### config.mk
export PLATFORM = sky130hd
export DESIGN_NAME = frt_timebase
export DESIGN_NICKNAME = d
export VERILOG_FILES = /design/src/rtl/frt_pkg.sv /design/src/rtl/frt_prescale.sv /design/src/rtl/frt_count.sv /design/src/rtl/frt_ctrl.sv /design/src/rtl/frt_timebase.sv
export SDC_FILE = /design/constraint.sdc
export NUM_CORES = 1
export LEC_CHECK = 0
export CAP_MARGIN = 20
export CORE_AREA = 5 5 66 68
export CTS_CLUSTER_DIAMETER = 120
export DETAILED_ROUTE_END_ITERATION = 8
export DIE_AREA = 0 0 71 73
export GPL_TIMING_DRIVEN = 0
export PLACE_DENSITY = 0.93
export SYNTH_ARGS = -nofsm -noshare
export SYNTH_HDL_FRONTEND = slang
export SYNTH_SLANG_ARGS = --single-unit
### constraint.sdc
create_clock -name clk -period 3.7 [get_ports clk]
set_input_delay 0.925 -clock clk [delete_from_list [all_inputs] [get_ports clk]]
set_output_delay 0.925 -clock clk [all_outputs]
set_load 0.005 [all_outputs]
### src/rtl/frt_pkg.sv
package frt_pkg;

    typedef enum logic {
        ST_COUNT = 1'b0,
        ST_HALT  = 1'b1
    } run_state_t;

    typedef struct packed {
        logic       ie;
        logic       mode;
        logic [1:0] sel;
    } frt_cfg_t;

    localparam int unsigned BIT_FLAG  = 6;
    localparam int unsigned BIT_IE    = 5;
    localparam int unsigned BIT_STOP  = 4;
    localparam int unsigned BIT_MODE  = 3;
    localparam int unsigned BIT_CLR   = 2;
    localparam int unsigned MAX_SHIFT = 6;

    function automatic int unsigned div_shift(input logic [1:0] sel);
        case (sel)
            2'b00:   return 2;
            2'b01:   return 4;
            2'b10:   return 5;
            default: return 6;
        endcase
    endfunction

endpackage

### src/rtl/frt_prescale.sv
module frt_prescale
    import frt_pkg::*;
#(
    parameter int unsigned PRE_W = 6
) (
    input  logic       clk,
    input  logic       rst_n,
    input  logic       run,
    input  logic       restart,
    input  logic [1:0] sel,
    output logic       tick
);

    logic [PRE_W-1:0] cnt_q;
    logic [PRE_W-1:0] limit;

    always_comb limit = PRE_W'((32'd1 << div_shift(sel)) - 32'd1);

    assign tick = run && (cnt_q == limit);

    always_ff @(posedge clk or negedge rst_n) begin
        if (!rst_n)       cnt_q <= '0;
        else if (restart) cnt_q <= '0;
        else if (tick)    cnt_q <= '0;
        else if (run)     cnt_q <= cnt_q + 1'b1;
    end

endmodule

### src/rtl/frt_count.sv
module frt_count #(
    parameter int unsigned CNT_W = 16
) (
    input  logic             clk,
    input  logic             rst_n,
    input  logic             load,
    input  logic [CNT_W-1:0] load_val,
    input  logic             clear,
    input  logic             tick,
    output logic [CNT_W-1:0] count,
    output logic             wrap
);

    // a wrap counts only when the tick is actually applied
    assign wrap = tick && !load && !clear && (count == '1);

    always_ff @(posedge clk or negedge rst_n) begin
        if (!rst_n)     count <= '0;
        else if (load)  count <= load_val;
        else if (clear) count <= '0;
        else if (tick)  count <= count + 1'b1;
    end

endmodule

### src/rtl/frt_ctrl.sv
module frt_ctrl
    import frt_pkg::*;
(
    input  logic       clk,
    input  logic       rst_n,
    input  logic       ctrl_wr,
    input  logic [6:0] wdata,
    input  logic       hw_set,
    output frt_cfg_t   cfg,
    output logic       halted,
    output logic       flag,
    output logic       sw_clr,
    output logic       irq
);

    run_state_t state_q, state_d;

    // state register
    always_ff @(posedge clk or negedge rst_n) begin
        if (!rst_n) state_q <= ST_COUNT;
        else        state_q <= state_d;
    end

    // next state: HALT_ENTER / HALT_LEAVE
    always_comb begin
        state_d = state_q;
        unique case (state_q)
            ST_COUNT: if (ctrl_wr &&  wdata[BIT_STOP]) state_d = ST_HALT;
            ST_HALT:  if (ctrl_wr && !wdata[BIT_STOP]) state_d = ST_COUNT;
        endcase
    end

    // outputs
    always_comb begin
        halted = (state_q == ST_HALT);
        sw_clr = ctrl_wr && wdata[BIT_CLR];
        irq    = flag && cfg.ie;
    end

    always_ff @(posedge clk or negedge rst_n) begin
        if (!rst_n) begin
            cfg <= '0;
        end else if (ctrl_wr) begin
            cfg.ie   <= wdata[BIT_IE];
            cfg.mode <= wdata[BIT_MODE];
            cfg.sel  <= wdata[1:0];
        end
    end

    // hardware set wins over a clearing write
    always_ff @(posedge clk or negedge rst_n) begin
        if (!rst_n)                           flag <= 1'b0;
        else if (hw_set)                      flag <= 1'b1;
        else if (ctrl_wr && !wdata[BIT_FLAG]) flag <= 1'b0;
    end

endmodule

### src/rtl/frt_timebase.sv
module frt_timebase
    import frt_pkg::*;
#(
    parameter int unsigned CNT_W = 16
) (
    input  logic             clk,
    input  logic             rst_n,
    input  logic             reg_wr,
    input  logic             reg_addr,
    input  logic [CNT_W-1:0] reg_wdata,
    output logic [CNT_W-1:0] reg_rdata,
    input  logic             cmp0_match,
    output logic [CNT_W-1:0] count_out,
    output logic             irq
);

    localparam int unsigned PRE_W      = MAX_SHIFT;
    localparam logic        ADDR_COUNT = 1'b0;

    frt_cfg_t cfg;
    logic     halted, flag, sw_clr, tick, wrap;
    logic     cnt_wr, ctrl_wr, cmp_clr, restart;

    assign cnt_wr  = reg_wr && (reg_addr == ADDR_COUNT);
    assign ctrl_wr = reg_wr && (reg_addr != ADDR_COUNT);
    assign cmp_clr = cmp0_match && cfg.mode;
    assign restart = sw_clr || cmp_clr;

    frt_ctrl u_ctrl (
        .clk     (clk),
        .rst_n   (rst_n),
        .ctrl_wr (ctrl_wr),
        .wdata   (reg_wdata[6:0]),
        .hw_set  (wrap || cmp_clr),
        .cfg     (cfg),
        .halted  (halted),
        .flag    (flag),
        .sw_clr  (sw_clr),
        .irq     (irq)
    );

    frt_prescale #(.PRE_W(PRE_W)) u_pre (
        .clk     (clk),
        .rst_n   (rst_n),
        .run     (!halted),
        .restart (restart),
        .sel     (cfg.sel),
        .tick    (tick)
    );

    frt_count #(.CNT_W(CNT_W)) u_cnt (
        .clk      (clk),
        .rst_n    (rst_n),
        .load     (cnt_wr),
        .load_val (reg_wdata),
        .clear    (restart),
        .tick     (tick),
        .count    (count_out),
        .wrap     (wrap)
    );

    always_comb begin
        reg_rdata = '0;
        if (reg_addr == ADDR_COUNT) reg_rdata = count_out;
        else reg_rdata[7:0] = {1'b0, flag, cfg.ie, halted, cfg.mode, 1'b0, cfg.sel};
    end

endmodule

==> impl_metrics.yaml <==
status:
  status: "finished clean"
floorplanning:
  die_area_um2: 5180
  die_h_um: 73
  placementRows: 23
  chipWidth_um: 71
  io_pins: 54
  core-area_um2: 3800
  start_util_pct: 48.2
final_layout:
  stdcell_area_um2: 2510
  fin_nets: 285
  synthToLayoutAreaGrowth_pct: 37.0
  filler_cell_count: 317
  antenna_cells: 0
  layout-drive-gt1-share_pct: 9.62
synth:
  ys.warnings.count: 0
  synth_nets: 226
  synth_seq_cells: 28
  netlist_instances: 202
  postSynthAreaPerCell_um2: 9.06
  synth-async-reset-ratio_pct: 100
  synth_top_area_cell: "dfrtp_1"
  synthTopCellsByCount: "dfrtp_1 (28), nand2_1 (28), nand3_1 (15)"
  synth_top_area_share_pct: 38.3
  ys_types: 42
  ys_seq_area_share_pct: 38.3
  syn-cell-area_um2: 1830
  synth_flop_cell: "dfrtp_1"
  synth_edf_count: 0
  synth_area_leaders: "dfrtp_1 (38%), mux2_2 (6.2%), nand2_1 (5.7%), xor2_1 (5.3%), nand3_1 (4.1%)"
power_and_ir_drop:
  peakVddDrop_v: 0.000207
  p_per_area_nw_per_um2: 384
  power_leakage_nw: 0.994
  p_total_uw: 963
global_routing:
  grt_overflow_total: 0
  antenna_found_initial: 0
  grt_max_degree: 16
  grt_pass1_vias: 1747
  grt_pass1_wl_mm: 8.24
  gr-usage-all-layers_pct: 20.1
worst_setup_path:
  crit_type: "in -> out"
  cp_common_cell: "clkdlybuf4s50_1"
  critPathCaptureType: "output pin"
  path_buf_inv: 3
  cp.required_ns: 2.77
  critPathMaxStageDelay_ns: 0.50
  regToRegStartpoint: "u_pre.cnt_q[4]"
  cp_slowest_cell: "clkdlybuf4s50_1"
  cp.arrival_ns: 2.54
  path_cells: "clkdlybuf4s50_1 -> clkbuf_2 -> mux2_2 -> clkdlybuf4s50_1"
  start_kind: "primary input"
  crit_family: "buffers and inverters"
  cp-startpoint: "reg_addr"
  cp_max_fo: 10
route:
  wl_met3_um: 335
  routed_wl_mm: 5.06
  routed.top_layer: "met4"
  routedWlPerCell_um: 16.3
  first_pass_iters: 4
  viasPerCell: 5.78
  wl_met1_mm: 2.10
  wl_met2_mm: 2.54
  drt.antenna.violating_nets: 0
  drtIter0Drc: 145
  drc: 0
  vias: 1792
cts:
  root_buffer: "clkbuf_8"
  cts_tree: "done"
  cts_max_path_buffers: 2
  cts_max_level: 1
  clk_pin_slew_ns: 0.10
  clock_sinks: 28
  postCtsHoldBufs: 0
  cts_buffers: 3
  clk_latency_ns: 0.28
  cts_resized: 1
  cts_setup_buffers: 0
placed_design:
  io_buffer_count: 53
  gp_congestion: 0.877
  place_area_um2: 2450
  hpwlAfterDp_mm: 3.68
timing:
  fmax_ghz: 0.289
  relSlewSlack_pct: 49.5
  finalCriticalPeriod_ns: 3.46
  setup_viol: 0
  fin_tns_setup_ns: 0
  finalMaxSlewViolations: 0
  fin_skew_ns: 0.00864
  worstMarginPinSlew_ns: 0.754
  rsz0062_at_grt: "no"
  hold_viol_final: 0
  post-route-period-util_pct: 93.6
hold_path:
  min_path_type: "reg -> reg"
  hold_start: "u_ctrl.cfg[3]"
job:
  max-cap-violations: 0
==> kinds of logic (layout without fill, tap and decap cells) <==
| group | count (synthesis) | in the layout | share of synthesized area, % |
|---|---|---|---|
| adders and majority gates | 3 | 3 | 2.05 |
| AOI/OAI and AO/OA | 44 | 44 | 17.9 |
| DFF | 28 | 28 | 38.3 |
| muxes | 11 | 11 | 6.70 |
| buffers and inverters | 15 | 73 | 4.31 |
| xor gates and xnor gates | 12 | 12 | 5.75 |
| and+or+nand+nor | 89 | 89 | 25.0 |
==> through the flow <==
stage | utilization, % | std cells | setup slack (ns) | hold slack (ns)
after floorplan | - | 202 | 1.19 | 0.488
after global placement | 63.8 | 305 | 0.0491 | 0.516
after detailed placement | 64.5 | 306 | 0.00786 | 0.513
after CTS | 66.0 | 310 | 0.213 | 0.540
after global routing | 66.0 | 310 | 0.123 | 0.560
final | 66.0 | 310 | 0.238 | 0.545
==> placed cells by master, fill, tap and decap left out, types with 5 or more instances in the layout <==
| master | netlist | layout |
|---|---|---|
| a21oi_1 | 5 | 5 |
| and3_1 | 7 | 7 |
| clkbuf_1 | 9 | 8 |
| clkdlybuf4s50_1 | 0 | 53 |
| dfrtp_1 | 28 | 28 |
| mux2_2 | 10 | 10 |
| nand2_1 | 28 | 28 |
| nand3_1 | 15 | 15 |
| nor2_1 | 7 | 7 |
| nor2b_1 | 11 | 11 |
| nor3_1 | 5 | 5 |
| o2111ai_1 | 5 | 5 |
| o21ai_0 | 14 | 14 |
| xor2_1 | 11 | 11 |
==> registers in the layout, indices dropped and copies added (netlist names), named ones only <==
register and cells:
u_cnt.count 16, u_pre.cnt_q 6, u_ctrl.cfg 4, u_ctrl.flag 1
==> path summary, 6_finish.rpt <==
kind                       slack (ns)  depth (start not counted)         endpoint
max                              0.24                          4     reg_rdata[6]
min                              0.55                          1    u_ctrl.cfg[3]
max reg2reg                      1.43                          6  u_cnt.count[13]
min reg2reg                      0.55                          1    u_ctrl.cfg[3]
max in group asynchronous        2.09                          2    u_ctrl.cfg[0]
min in group asynchronous        1.08                          1    u_ctrl.cfg[3]
==> area by class of cell <==
cell class                      instances  area [um^2]  area share, %
Multi-Input combinational cell        159         1050           41.9
Sequential cell                        28          701           28.0
Timing Repair Buffer                   54          558           22.3
Buffer                                 12         68.8           2.75
Tap cell                               50         62.6           2.50
Clock buffer                            4         55.1           2.20
Inverter                                3         11.3          0.449
==> metal layers <==
metal	vias up	GRT usage, %
met5	-	0
met4	0	8.35
met3	6	3.72
met2	80	33.7
met1	854	25.5
li1	852	-
==> where the power goes <==
group	internal (mW)	total [mW]	leakage (nW)	switching, mW
logic	0.189	0.330	0.610	0.140
clock network	0.0955	0.197	0.0288	0.101
registers	0.358	0.436	0.355	0.0780
total	0.643	0.963	0.994	0.320
Note: power is estimated with default switching activity, not from simulation.
